`src/rtl/owrom_pkg.sv`:
```
package owrom_pkg;
  typedef enum logic [2:0] {
    ST_CMD, ST_READ, ST_MATCH, ST_SEARCH, ST_GRANT, ST_IDLE
  } net_state_e;

  localparam logic [7:0] CMD_READ     = 8'h33;
  localparam logic [7:0] CMD_MATCH    = 8'h55;
  localparam logic [7:0] CMD_SEARCH   = 8'hF0;
  localparam logic [7:0] CMD_SKIP     = 8'hCC;
  localparam logic [7:0] CMD_RESUME   = 8'hA5;
  localparam logic [7:0] CMD_OD_SKIP  = 8'h3C;
  localparam logic [7:0] CMD_OD_MATCH = 8'h69;
endpackage

```
`src/rtl/owrom_cmd_rx.sv`:
```
// Collects a command byte, least significant bit first.
module owrom_cmd_rx #(
  parameter int CMD_W = 8
) (
  input  logic             clk,
  input  logic             rst_n,
  input  logic             clr_i,
  input  logic             en_i,
  input  logic             bit_i,
  output logic [CMD_W-1:0] cmd_next_o,
  output logic             last_o
);
  localparam int CW = $clog2(CMD_W);
  localparam logic [CW-1:0] LAST = CW'(CMD_W - 1);

  logic [CMD_W-1:0] sh_q;
  logic [CW-1:0]    cnt_q, cnt_d;

  assign cmd_next_o = {bit_i, sh_q[CMD_W-1:1]};
  assign last_o     = (cnt_q == LAST);

  always_comb begin
    cnt_d = cnt_q;
    if (clr_i)     cnt_d = '0;
    else if (en_i) cnt_d = cnt_q + 1'b1;
  end

  always_ff @(posedge clk or negedge rst_n) begin
    if (!rst_n) begin
      sh_q  <= '0;
      cnt_q <= '0;
    end else begin
      cnt_q <= cnt_d;
      if (en_i) sh_q <= cmd_next_o;
    end
  end
endmodule

```
`src/rtl/owrom_id_seq.sv`:
```
// Walks the identity bits from bit 0 upward.
module owrom_id_seq #(
  parameter int          ID_W     = 64,
  parameter logic [63:0] ID_VALUE = 64'h0
) (
  input  logic clk,
  input  logic rst_n,
  input  logic clr_i,
  input  logic step_i,
  output logic id_bit_o,
  output logic last_o
);
  localparam int IW = $clog2(ID_W);
  localparam logic [IW-1:0] LAST = IW'(ID_W - 1);

  logic [IW-1:0] idx_q, idx_d;

  assign id_bit_o = ID_VALUE[idx_q];
  assign last_o   = (idx_q == LAST);

  always_comb begin
    idx_d = idx_q;
    if (clr_i)       idx_d = '0;
    else if (step_i) idx_d = idx_q + 1'b1;
  end

  always_ff @(posedge clk or negedge rst_n) begin
    if (!rst_n) idx_q <= '0;
    else        idx_q <= idx_d;
  end
endmodule

```
`src/rtl/owrom_netlayer.sv`:
```
module owrom_netlayer #(
  parameter int          ID_W     = 64,
  parameter logic [63:0] ID_VALUE = 64'hA15E_3C9D_4472_B02B,
  parameter int          CMD_W    = 8
) (
  input  logic clk,
  input  logic rst_n,
  input  logic bus_rst_i,
  input  logic bus_rst_long_i,
  input  logic slot_i,
  input  logic slot_bit_i,
  output logic tx_active_o,
  output logic tx_bit_o,
  output logic grant_o,
  output logic od_o
);
  import owrom_pkg::*;

  // reset synchronizer: asynchronous assert, synchronous release
  logic [1:0] rsync_q;
  logic       rst_s_n;
  always_ff @(posedge clk or negedge rst_n) begin
    if (!rst_n) rsync_q <= 2'b00;
    else        rsync_q <= {rsync_q[0], 1'b1};
  end
  assign rst_s_n = rsync_q[1];

  net_state_e       st_q, st_d;
  logic             rc_q, rc_d, od_q, od_d, gr_q, gr_d;
  logic [1:0]       ph_q, ph_d;
  logic             cmd_clr, cmd_en, cmd_last;
  logic [CMD_W-1:0] cmd_next;
  logic             idx_clr, idx_step, idx_last, id_bit;

  owrom_cmd_rx #(.CMD_W(CMD_W)) u_cmd (
    .clk(clk), .rst_n(rst_s_n), .clr_i(cmd_clr), .en_i(cmd_en),
    .bit_i(slot_bit_i), .cmd_next_o(cmd_next), .last_o(cmd_last)
  );

  owrom_id_seq #(.ID_W(ID_W), .ID_VALUE(ID_VALUE)) u_id (
    .clk(clk), .rst_n(rst_s_n), .clr_i(idx_clr), .step_i(idx_step),
    .id_bit_o(id_bit), .last_o(idx_last)
  );

  always_comb begin
    st_d = st_q; rc_d = rc_q; od_d = od_q; gr_d = gr_q; ph_d = ph_q;
    cmd_clr = 1'b0; cmd_en = 1'b0; idx_clr = 1'b0; idx_step = 1'b0;
    if (bus_rst_i) begin
      st_d = ST_CMD; gr_d = 1'b0; ph_d = 2'd0;
      cmd_clr = 1'b1; idx_clr = 1'b1;
      if (bus_rst_long_i) od_d = 1'b0;
    end else if (slot_i) begin
      unique case (st_q)
        ST_CMD: begin
          cmd_en = 1'b1;
          if (cmd_last) begin
            cmd_clr = 1'b1; idx_clr = 1'b1; ph_d = 2'd0;
            case (cmd_next)
              CMD_READ:     begin rc_d = 1'b0; st_d = ST_READ; end
              CMD_MATCH:    begin rc_d = 1'b0; st_d = ST_MATCH; end
              CMD_SEARCH:   begin rc_d = 1'b0; st_d = ST_SEARCH; end
              CMD_SKIP:     begin rc_d = 1'b0; st_d = ST_GRANT; gr_d = 1'b1; end
              CMD_OD_SKIP:  begin rc_d = 1'b0; od_d = 1'b1; st_d = ST_GRANT; gr_d = 1'b1; end
              CMD_OD_MATCH: begin rc_d = 1'b0; od_d = 1'b1; st_d = ST_MATCH; end
              CMD_RESUME: begin
                if (rc_q) begin st_d = ST_GRANT; gr_d = 1'b1; end
                else        st_d = ST_IDLE;
              end
              default: st_d = ST_IDLE;
            endcase
          end
        end
        ST_READ: begin
          if (idx_last) begin st_d = ST_GRANT; gr_d = 1'b1; end
          else          idx_step = 1'b1;
        end
        ST_MATCH: begin
          if (slot_bit_i != id_bit) st_d = ST_IDLE;
          else if (idx_last) begin st_d = ST_GRANT; gr_d = 1'b1; rc_d = 1'b1; end
          else idx_step = 1'b1;
        end
        ST_SEARCH: begin
          if (ph_q != 2'd2) ph_d = ph_q + 2'd1;
          else begin
            ph_d = 2'd0;
            if (slot_bit_i != id_bit) st_d = ST_IDLE;
            else if (idx_last) begin st_d = ST_GRANT; gr_d = 1'b1; rc_d = 1'b1; end
            else idx_step = 1'b1;
          end
        end
        default: ;
      endcase
    end
  end

  always_ff @(posedge clk or negedge rst_s_n) begin
    if (!rst_s_n) begin
      st_q <= ST_CMD;
      rc_q <= 1'b0;
      od_q <= 1'b0;
      gr_q <= 1'b0;
      ph_q <= 2'd0;
    end else begin
      st_q <= st_d;
      rc_q <= rc_d;
      od_q <= od_d;
      gr_q <= gr_d;
      ph_q <= ph_d;
    end
  end

  assign tx_active_o = (st_q == ST_READ) || ((st_q == ST_SEARCH) && (ph_q != 2'd2));
  assign tx_bit_o    = ((st_q == ST_SEARCH) && (ph_q == 2'd1)) ? ~id_bit : id_bit;
  assign grant_o     = gr_q;
  assign od_o        = od_q;
endmodule

```
`config.mk`:
```
export PLATFORM = sky130hd
export DESIGN_NAME = owrom_netlayer
export DESIGN_NICKNAME = d
export VERILOG_FILES = /design/src/rtl/owrom_pkg.sv /design/src/rtl/owrom_cmd_rx.sv /design/src/rtl/owrom_id_seq.sv /design/src/rtl/owrom_netlayer.sv
export SDC_FILE = /design/constraint.sdc
export NUM_CORES = 1
export LEC_CHECK = 0
export ABC_CLOCK_PERIOD_IN_PS = 7200
export BUFFER_PORTS_ARGS = -buffer_cell sky130_fd_sc_hd__buf_2
export CAP_MARGIN = 20
export CORE_MARGIN = 2
export CORE_UTILIZATION = 60
export DETAILED_ROUTE_END_ITERATION = 10
export GPL_TIMING_DRIVEN = 0
export PLACE_DENSITY = 0.87
export RECOVER_POWER = 25
export SYNTH_ARGS = -nofsm -noshare
export SYNTH_HDL_FRONTEND = slang
export SYNTH_SLANG_ARGS = --single-unit
```
`constraint.sdc`:
```
create_clock -name clk -period 7.2 [get_ports clk]
set_input_delay 1.44 -clock clk [delete_from_list [all_inputs] [get_ports clk]]
set_output_delay 1.44 -clock clk [all_outputs]
set_load 0.03 [all_outputs]
```
==> results of run 1 <==
[flip-flops by register name (all words and copies together) (netlist names)]
name         count
u_id.idx_q       6
u_cmd.cnt_q      3
ph_q             2
rsync_q          2
u_cmd.sh_q       7
rc_q             1
st_q             3
grant_o          1
od_o             1
[cells in the final DEF, fill, tap and decap left out, types with 3 or more instances in the layout]
| master | instances |
|---|---|
| nand2b_1 | 3 |
| nand3_1 | 6 |
| nor4bb_1 | 6 |
| xor2_1 | 4 |
| a21oi_1 | 19 |
| dfrtp_1 | 26 |
| clkbuf_4 | 3 |
| nor2b_1 | 4 |
| o211ai_1 | 3 |
| nand2_1 | 18 |
| clkbuf_1 | 11 |
| nor2_1 | 17 |
| o21ai_0 | 6 |
| inv_1 | 9 |
| mux2_2 | 7 |
| buf_2 | 9 |
| mux2i_1 | 3 |
| ha_1 | 10 |
| nor3b_1 | 3 |
| or4_1 | 4 |
| a2111oi_0 | 3 |
| nor3_1 | 6 |
| o31ai_1 | 6 |
| a31oi_1 | 3 |
[how the worst max path moves through the flow]
stage          endpoint  slack, ns  cells past startpoint
2_1_floorplan  tx_bit_o       3.47                      6
3_3_place_gp   tx_bit_o       3.49                      7
3_5_place_dp   tx_bit_o       3.43                      7
4_1_cts        tx_bit_o       3.04                      7
5_1_grt        tx_bit_o       2.91                      7
6_report       tx_bit_o       3.07                      7
[through the flow]
| step | util [%] | cell area (um2) | setup WS (ns) | std cells | hold WS [ns] |
|---|---|---|---|---|---|
| floorplan | - | 1860 | 3.47 | 207 | 0.307 |
| CTS | 65.8 | 1980 | 3.04 | 252 | 0.379 |
| detailed placement | 64.6 | 1940 | 3.43 | 248 | 0.343 |
| finish | 65.9 | 1980 | 3.07 | 253 | 0.0243 |
| global placement | 64.6 | 1940 | 3.49 | 248 | 0.335 |
| global route | 65.9 | 1980 | 2.91 | 253 | 0.0275 |
[cell families (layout without fill, tap and decap cells)]
kind of cell	after synthesis	after routing	synth area share, %
other	1	1	0.202
AO/OA/AOI/OAI	54	54	19.3
AND/OR/NAND/NOR	76	76	22.8
XOR/XNOR	5	5	2.36
multiplexers	12	12	7.88
buffers and inverters	23	36	5.72
adder cells (fa/ha/maj)	10	10	6.73
flip-flops	26	26	35.0
[per-layer routing]
| layer | GRT usage, % | vias to the layer above | share of wire [%] |
|---|---|---|---|
| li1 | - | 786 | - |
| met1 | 30.8 | 760 | 46 |
| met2 | 41.6 | 19 | 52 |
| met3 | 1.95 | 2 | 2.1 |
| met4 | 5.40 | 0 | 0.52 |
| met5 | 0 | - | 0 |
[area by class of cell]
class                      instances  area (um2)  area share, %
multi-input combinational        158        1100           55.6
sequential                        26         651           32.9
buffer                            14        72.6           3.67
timing repair buffer               9        43.8           2.21
tap                               33        41.3           2.09
clock buffer                       4        36.3           1.83
inverter                           9        33.8           1.71
[power by group through the flow]
| stage | Clock [mW] | Combinational [mW] | Sequential [mW] |
|---|---|---|---|
| after floorplan | 0 | 0.195 | 0.208 |
| after global placement | 0 | 0.243 | 0.207 |
| after detailed placement | 0 | 0.249 | 0.209 |
| after CTS | 0.0776 | 0.250 | 0.205 |
| after global routing | 0.0825 | 0.286 | 0.209 |
| final | 0.0745 | 0.254 | 0.203 |
==> results.json, run 1 <==
{
  "nFillCells": 268,
  "final.period_utilization_pct": 57.4,
  "async_flop_share_pct": 100,
  "cp.arrival_ns": 2.69,
  "crit_family": "multiplexers",
  "combPwrFrac_pct": 47.8,
  "synth_cell_types": 48,
  "drive_gt1_share_pct": 12.3,
  "tightestPinTransition_ns": 1.25,
  "viasPerCell": 6.19,
  "drc_errors": 0,
  "grt_pass1_vias": 1473,
  "cp.required_ns": 5.76,
  "grt_usage_pct": 23.4,
  "path_buf_inv": 2,
  "synth_area_um2": 1860,
  "p_clk_share_pct": 14.0,
  "grt-ovfl-total": 0,
  "rsz0062_at_grt": "false",
  "die_w_um": 59.7,
  "routabilityCongestion": 0.917,
  "p_int_mw": 0.307,
  "nets": 237,
  "cts_tree": "built",
  "min_path_type": "flop to asynchronous set/reset pin",
  "drv_cap": 0,
  "swShare_pct": 42.4,
  "antenna_cells": 0,
  "wl_per_cell_um": 15.1,
  "clock.fmax_ghz": 0.242,
  "cp-end-kind": "output pin",
  "period_needed_ns": 4.13,
  "worstReg2RegEnd": "u_id.idx_q[5]",
  "path_max_fanout": 11,
  "setup_violations": 0,
  "ff2ff_setup_slack_ns": 4.17,
  "drt_iter0_drc": 128,
  "die_h_um": 59.7,
  "cts_made_buffers": 3,
  "critPathKind": "flop to output pin",
  "worstPathCellList": "inv_1, ha_1, mux2_4, mux4_2, mux2i_1, xor2_1, buf_2",
  "cts_max_level": 1,
  "synth.area.top_cells": "dfrtp_1 (35%), ha_1 (6.7%), a21oi_1 (5.1%), mux2_2 (4.2%), nand2_1 (3.6%)",
  "start_util_pct": 61.9,
  "ios": 10,
  "critPathLaunch": "u_id.idx_q[0]",
  "maxSlewHeadroom_pct": 16.5,
  "hpwlAfterDp_um": 2830,
  "critPathLaunchType": "flop",
  "grt_pass1_wl_um": 6420,
  "synth_top_area_share_pct": 35.0,
  "reg2reg_from": "u_id.idx_q[0]",
  "area_delta_synth_final_pct": 6.53,
  "skew_ns": 0.00757,
  "slew_violations": 0,
  "io_buffers": 8,
  "sequentialPowerShare_pct": 38.2,
  "clk_latency_ns": 0.32,
  "firstDrtPassIters": 4,
  "synthTopCellsByCount": "dfrtp_1 (26), a21oi_1 (19), nand2_1 (18)",
  "leakage_nw": 0.830,
  "coreArea_um2": 3000,
  "tns_ns": 0,
  "power.density_nw_per_um2": 269,
  "dieArea_um2": 3560,
  "post_cts_buffers": 0,
  "grt_max_degree": 25,
  "num_vias": 1567,
  "p_sw_mw": 0.226,
  "p_total_mw": 0.532,
  "ys_warn_count": 0,
  "yosysMostFrequentCell": "dfrtp_1",
  "antenna_found_initial": 0,
  "yosys_most_used_dff": "dfrtp_1",
  "slowest_delay_ns": 0.56,
  "cts_num_sinks": 26,
  "cts_buffer_depth": 2,
  "vdd.ir_drop.worst_mv": 0.183,
  "cts-root-buf": "clkbuf_4",
  "routed_wl_um": 3820,
  "rows": 20,
  "yosysTopAreaCell": "dfrtp_1",
  "cts.clk_slew.worst_paths_ns": 0.15,
  "postSynthCellCount": 207,
  "synth-edff-count": 0,
  "status": "complete, no violations",
  "ys_seq_elements": 26,
  "final_antenna_net_count": 0,
  "syn-num-nets": 223,
  "worst_path_max_delay_cell": "dfrtp_1",
  "ff2ff_path_depth": 10,
  "finalHoldViolCount": 0,
  "synth_seq_area_share_pct": 35.0,
  "ctsHoldBuffers": 0,
  "cts_resized": 0,
  "postSynthAreaPerCell_um2": 8.98
}
(Power assumes the default switching activity.)
==> run 2, diff against run 1 <==
--- a/config.mk
+++ b/config.mk
@@ -5,14 +5,15 @@
 export SDC_FILE = /design/constraint.sdc
 export NUM_CORES = 1
 export LEC_CHECK = 0
-export ABC_CLOCK_PERIOD_IN_PS = 7200
+export ABC_AREA = 1
+export ABC_CLOCK_PERIOD_IN_PS = 3500
 export BUFFER_PORTS_ARGS = -buffer_cell sky130_fd_sc_hd__buf_2
 export CAP_MARGIN = 20
 export CORE_MARGIN = 2
-export CORE_UTILIZATION = 60
+export CORE_UTILIZATION = 55
 export DETAILED_ROUTE_END_ITERATION = 10
 export GPL_TIMING_DRIVEN = 0
-export PLACE_DENSITY = 0.87
+export PLACE_DENSITY = 0.85
 export RECOVER_POWER = 25
 export SYNTH_ARGS = -nofsm -noshare
 export SYNTH_HDL_FRONTEND = slang
==> constraint.sdc (replaced) <==
create_clock -name clk -period 3.5 [get_ports clk]
set_input_delay 0.7 -clock clk [delete_from_list [all_inputs] [get_ports clk]]
set_output_delay 0.7 -clock clk [all_outputs]
set_load 0.03 [all_outputs]
==> results.json, run 2 <==
{
  "status": "complete, no violations",
  "routed_wl_um": 3950,
  "nFillCells": 324,
  "ctsHoldBuffers": 0,
  "tightestPinTransition_ns": 0.506,
  "worstReg2RegEnd": "u_id.idx_q[2]",
  "yosys_most_used_dff": "dfrtp_1",
  "ff2ff_path_depth": 14,
  "grt_max_degree": 25,
  "ys_warn_count": 0,
  "cp-end-kind": "output pin",
  "cts_buffer_depth": 2,
  "firstDrtPassIters": 4,
  "cts_resized": 0,
  "antenna_found_initial": 0,
  "vdd.ir_drop.worst_mv": 0.312,
  "worst_path_max_delay_cell": "dfrtp_1",
  "yosysMostFrequentCell": "nand2_1",
  "synth_cell_types": 31,
  "critPathKind": "flop to output pin",
  "routabilityCongestion": 0.924,
  "coreArea_um2": 3310,
  "leakage_nw": 1.07,
  "ios": 10,
  "drive_gt1_share_pct": 13.7,
  "path_buf_inv": 2,
  "cts-root-buf": "clkbuf_4",
  "cts_max_level": 1,
  "drc_errors": 0,
  "largest_registers": "u_cmd.sh_q: 7 flops, u_id.idx_q: 6 flops",
  "hpwlAfterDp_um": 3000,
  "dieArea_um2": 3920,
  "slew_violations": 0,
  "drv_cap": 0,
  "tns_ns": 0,
  "final_antenna_net_count": 0,
  "wl_per_cell_um": 12.2,
  "grt_pass1_vias": 1752,
  "regArea_um2": 651,
  "sequentialPowerShare_pct": 40.6,
  "mostFrequentLayoutCells": "nand2_1 (67), inv_1 (36), nand3_1 (28)",
  "reg2reg_from": "u_id.idx_q[0]",
  "setup_slack_ns": 0.567,
  "synth-edff-count": 0,
  "fin_hold_ws_ns": 0.124,
  "syn-num-nets": 280,
  "combPwrFrac_pct": 40.4,
  "mostFrequentLayoutCell": "nand2_1",
  "slowest_delay_ns": 0.51,
  "start_util_pct": 57.1,
  "top_register": "u_cmd.sh_q",
  "ff2ff_setup_slack_ns": 1.35,
  "cp.required_ns": 2.80,
  "post_cts_buffers": 0,
  "viasPerCell": 5.35,
  "critPathLaunchType": "flop",
  "cp.arrival_ns": 2.23,
  "cts.clk_slew.worst_paths_ns": 0.15,
  "area_delta_synth_final_pct": 8.94,
  "finalHoldViolCount": 0,
  "crit_family": "flip-flops",
  "synth_top_area_share_pct": 34.4,
  "synthTopCellsByCount": "nand2_1 (67), inv_1 (36), nand3_1 (28)",
  "rows": 21,
  "cts_num_sinks": 26,
  "num_vias": 1733,
  "p_sw_mw": 0.470,
  "postSynthCellCount": 264,
  "die_h_um": 62.6,
  "largest_reg_flops": 7,
  "yosysTopAreaCell": "dfrtp_1",
  "grt_pass1_wl_um": 7280,
  "period_needed_ns": 2.93,
  "ys_seq_elements": 26,
  "grt-ovfl-total": 0,
  "cts_made_buffers": 3,
  "worstPathCellList": "inv_1, ha_1, nand2_1, nand2_1, nor2_1, nor2_1, a21oi_2, nand2_1, xor2_1, buf_2",
  "setup_violations": 0,
  "path_max_fanout": 7,
  "swShare_pct": 42.6,
  "rsz0062_at_grt": "false",
  "cp_common_cell": "nand2_1",
  "final.period_utilization_pct": 83.8,
  "die_w_um": 62.6,
  "p_clk_share_pct": 19.0,
  "async_flop_share_pct": 100,
  "io_buffers": 9,
  "synth.area.top_cells": "dfrtp_1 (34%), nand2_1 (13%), nand3_1 (7.4%), inv_1 (7.2%), ha_1 (6.6%)",
  "multi_input_area_um2": 1060,
  "grt_usage_pct": 22.8,
  "p_int_mw": 0.632,
  "power.density_nw_per_um2": 535,
  "min_path_type": "input port to asynchronous set/reset pin",
  "clock.fmax_ghz": 0.341,
  "nets": 295,
  "antenna_cells": 0,
  "postSynthAreaPerCell_um2": 7.16,
  "cts_tree": "built",
  "drt_iter0_drc": 122,
  "skew_ns": 0.00836,
  "maxSlewHeadroom_pct": 66.0,
  "synth_area_um2": 1890,
  "clk_latency_ns": 0.33,
  "place_ws_ns": 0.972,
  "synth_seq_area_share_pct": 34.4
}
run 2: worst register-to-register path: stages (launching register included):
cell and delay [ns]:
dfrtp_1 0.51, inv_1 0.19, ha_1 0.34, nand2_1 0.07, nand2_1 0.05, nor2_1 0.08, nor2_1 0.06, a21oi_2 0.11
nand2_1 0.12, nand2_2 0.09, nand3_2 0.08, nand2_4 0.12, nand2_4 0.09, nand3_1 0.10, nand2_1 0.06
run 2: cells by family (layout without fill, tap and decap cells):
| group | after synthesis | count (layout) | share of synthesized area, % |
|---|---|---|---|
| adder cells (fa/ha/maj) | 10 | 10 | 6.62 |
| flip-flops | 26 | 26 | 34.4 |
| AO/OA/AOI/OAI | 24 | 24 | 8.15 |
| AND/OR/NAND/NOR | 153 | 153 | 38.8 |
| XOR/XNOR | 5 | 5 | 2.32 |
| other | 1 | 1 | 0.198 |
| buffers and inverters | 45 | 59 | 9.47 |
run 2: worst max-delay path by stage:
stage                   from  endpoint  slack [ns]  depth (start not counted)
4_1_cts        u_id.idx_q[0]  tx_bit_o        0.59                         10
3_3_place_gp   u_id.idx_q[0]  tx_bit_o        0.98                         10
5_1_grt        u_id.idx_q[0]  tx_bit_o        0.37                         10
2_1_floorplan  u_id.idx_q[0]  tx_bit_o        1.01                          9
6_report       u_id.idx_q[0]  tx_bit_o        0.57                         10
3_5_place_dp   u_id.idx_q[0]  tx_bit_o        0.97                         10
run 2: cell type report:
type / instances / area share, %
inverters: 41 / 7.48
well taps: 46 / 2.80
repair buffers: 10 / 2.86
clock inverters: 1 / 1.46
multi-input cells: 193 / 51.5
flip-flops and latches: 26 / 31.6
plain buffers: 4 / 1.22
clock buffers: 3 / 1.09
run 2: power groups by stage:
stage | sequential, mW | clock (mW) | combinational (mW)
after global placement | 0.452 | 0 | 0.425
after global routing | 0.457 | 0.221 | 0.505
after floorplan | 0.444 | 0 | 0.347
after CTS | 0.448 | 0.213 | 0.438
after detailed placement | 0.453 | 0 | 0.435
final | 0.447 | 0.209 | 0.445
run 2: layer usage:
layer / global-route usage (%) / up-vias / share of wire (%)
met5: 0 / - / 0
li1: - / 878 / -
met1: 28.6 / 800 / 44
met3: 2.88 / 9 / 5.1
met2: 38.4 / 46 / 49
met4: 11.9 / 0 / 1.8
run 2: through the flow:
stage               total power, mW  cells  utilization (%)  area, um2
finish                         1.10    324             62.2       2060
global route                   1.18    324             62.2       2060
CTS                            1.10    323             61.8       2040
detailed placement            0.888    319             60.2       1990
global placement              0.877    319             60.2       1990
floorplan                     0.792    264                -       1890
==> run 3, diff against run 2 <==
--- a/config.mk
+++ b/config.mk
@@ -6,14 +6,14 @@
 export NUM_CORES = 1
 export LEC_CHECK = 0
 export ABC_AREA = 1
-export ABC_CLOCK_PERIOD_IN_PS = 3500
+export ABC_CLOCK_PERIOD_IN_PS = 2900
 export BUFFER_PORTS_ARGS = -buffer_cell sky130_fd_sc_hd__buf_2
 export CAP_MARGIN = 20
 export CORE_MARGIN = 2
-export CORE_UTILIZATION = 55
+export CORE_UTILIZATION = 60
 export DETAILED_ROUTE_END_ITERATION = 10
 export GPL_TIMING_DRIVEN = 0
-export PLACE_DENSITY = 0.85
+export PLACE_DENSITY = 0.87
 export RECOVER_POWER = 25
 export SYNTH_ARGS = -nofsm -noshare
 export SYNTH_HDL_FRONTEND = slang
==> constraint.sdc (replaced) <==
create_clock -name clk -period 2.9 [get_ports clk]
set_input_delay 0.58 -clock clk [delete_from_list [all_inputs] [get_ports clk]]
set_output_delay 0.58 -clock clk [all_outputs]
set_load 0.03 [all_outputs]
==> results.json, run 3 (synthesized netlist as in run 2, its figures left out) <==
{
  "antenna_found_initial": 0,
  "coreArea_um2": 3030,
  "slowest_delay_ns": 0.48,
  "worst_path_max_delay_cell": "dfrtp_2",
  "sequentialPowerShare_pct": 40.1,
  "ios": 10,
  "regArea_um2": 652,
  "post_cts_buffers": 0,
  "finalHoldViolCount": 0,
  "cts-root-buf": "clkbuf_4",
  "rows": 20,
  "die_w_um": 60.1,
  "final.period_utilization_pct": 93.6,
  "p_clk_share_pct": 19.1,
  "final_cells": 323,
  "clock.fmax_ghz": 0.368,
  "worstReg2RegEnd": "st_q[0]",
  "setup_slack_ns": 0.186,
  "cts_made_buffers": 3,
  "drv_cap": 0,
  "cp-end-kind": "output pin",
  "hpwlAfterDp_um": 2950,
  "final_antenna_net_count": 0,
  "mostFrequentLayoutCell": "nand2_1",
  "crit_family": "flip-flops",
  "num_vias": 1729,
  "grt_max_degree": 25,
  "grt_pass1_wl_um": 6700,
  "ff2ff_path_depth": 14,
  "cp.required_ns": 2.32,
  "cts_tree": "built",
  "reg2reg_from": "u_id.idx_q[0]",
  "ff2ff_setup_slack_ns": 0.77,
  "wl_per_cell_um": 12.1,
  "p_int_mw": 0.763,
  "routed_wl_um": 3900,
  "slew_violations": 0,
  "grt_pass1_vias": 1613,
  "viasPerCell": 5.35,
  "place_inst": 317,
  "fin_hold_ws_ns": 0.158,
  "swShare_pct": 43.0,
  "dieArea_um2": 3610,
  "multi_input_area_um2": 1060,
  "tns_ns": 0,
  "setup_violations": 0,
  "cts_buffer_depth": 2,
  "routabilityCongestion": 0.902,
  "antenna_cells": 0,
  "period_needed_ns": 2.71,
  "nets": 296,
  "area_delta_synth_final_pct": 8.81,
  "cp_common_cell": "nand2_1",
  "drt_iter0_drc": 84,
  "firstDrtPassIters": 5,
  "die_h_um": 60.1,
  "clk_latency_ns": 0.33,
  "largest_registers": "u_cmd.sh_q: 7 flops, u_id.idx_q: 6 flops",
  "path_max_fanout": 7,
  "critPathKind": "flop to output pin",
  "mostFrequentLayoutCells": "nand2_1 (67), inv_1 (36), nand3_1 (28)",
  "critPathLaunch": "u_id.idx_q[0]",
  "nFillCells": 262,
  "start_util_pct": 62.4,
  "largest_reg_flops": 7,
  "drive_gt1_share_pct": 13.6,
  "vdd.ir_drop.worst_mv": 0.450,
  "worstPathCellList": "inv_1, ha_1, nand2_1, nand2_1, nor2_1, nor2_1, a21oi_2, nand2_1, xor2_1, buf_2",
  "combPwrFrac_pct": 40.8,
  "place_ws_ns": 0.507,
  "cp.arrival_ns": 2.13,
  "rsz0062_at_grt": "false",
  "cts.clk_slew.worst_paths_ns": 0.15,
  "status": "complete, no violations",
  "cts_num_sinks": 26,
  "grt-ovfl-total": 0,
  "drc_errors": 0,
  "critPathLaunchType": "flop",
  "top_register": "u_cmd.sh_q",
  "io_buffers": 9,
  "path_buf_inv": 2,
  "p_sw_mw": 0.576,
  "skew_ns": 0.00364,
  "grt_usage_pct": 24.6,
  "min_path_type": "flop to asynchronous set/reset pin",
  "cts_max_level": 1,
  "leakage_nw": 1.06,
  "tightestPinTransition_ns": 0.911,
  "power.density_nw_per_um2": 651,
  "maxSlewHeadroom_pct": 39.3
}
==> run 3: cell types whose count changed in the layout (fill, tap and decap cells not counted), sizes merged <==
cell,before,now
dlygate4sd3,0,1
buf,13,12
clkbuf,4,5
==> run 3: area by class of cell <==
cell class / instances / area share, %
timing repair buffer: 11 / 2.80
tap: 44 / 2.68
inverter: 41 / 7.49
buffer: 4 / 1.22
sequential: 26 / 31.7
clock inverter: 1 / 1.46
clock buffer: 3 / 1.10
multi-input combinational: 193 / 51.6
==> run 3: worst max-delay path by stage <==
stage                          end  depth (start not counted)  slack (ns)
final                     tx_bit_o                         10        0.19
after global routing      tx_bit_o                         10        0.03
after CTS                 tx_bit_o                         10        0.11
after detailed placement  tx_bit_o                         10        0.51
after global placement    tx_bit_o                         10        0.52
after floorplan           tx_bit_o                          9        0.53
==> run 3: repair_timing <==
item / CTS / global route
resized for setup: 0 / 1
hold endpoints to repair: 2 / 0
hold buffers: 1 / 0
endpoints found under the setup margin: 0 / 1
==> run 3: power groups by stage <==
stage	Clock (mW)	Sequential [mW]	Combinational [mW]
global route	0.270	0.550	0.615
detailed placement	0	0.547	0.530
global placement	0	0.545	0.512
floorplan	0	0.536	0.419
finish	0.256	0.537	0.546
CTS	0.259	0.539	0.540
==> run 3: worst register-to-register path, cell delays in order (launching register included) <==
cell and delay (ns):
dfrtp_2 0.48, inv_1 0.21, ha_1 0.30, nand2_1 0.08, nand2_1 0.04, nor2_1 0.09, nor2_1 0.06, a21oi_2 0.11
nand2_1 0.11, nand2_2 0.09, nand2_1 0.05, nand2_1 0.14, nand3_1 0.12, nand3_1 0.10, nand2_1 0.05
==> run 3: metrics by stage <==
| step | utilization, % | area [um2] | power, mW |
|---|---|---|---|
| floorplan | - | 1890 | 0.956 |
| global placement | 65.7 | 1990 | 1.06 |
| detailed placement | 65.7 | 1990 | 1.08 |
| CTS | 67.8 | 2050 | 1.34 |
| global route | 67.9 | 2060 | 1.44 |
| finish | 67.9 | 2060 | 1.34 |
==> run 3: layer usage <==
metal,GRT usage [%],vias up,part of all wire (%)
li1,-,885,-
met1,30.7,797,45
met2,41.8,36,48
met3,3.03,11,4.0
met4,11.7,0,2.7
met5,0,-,0
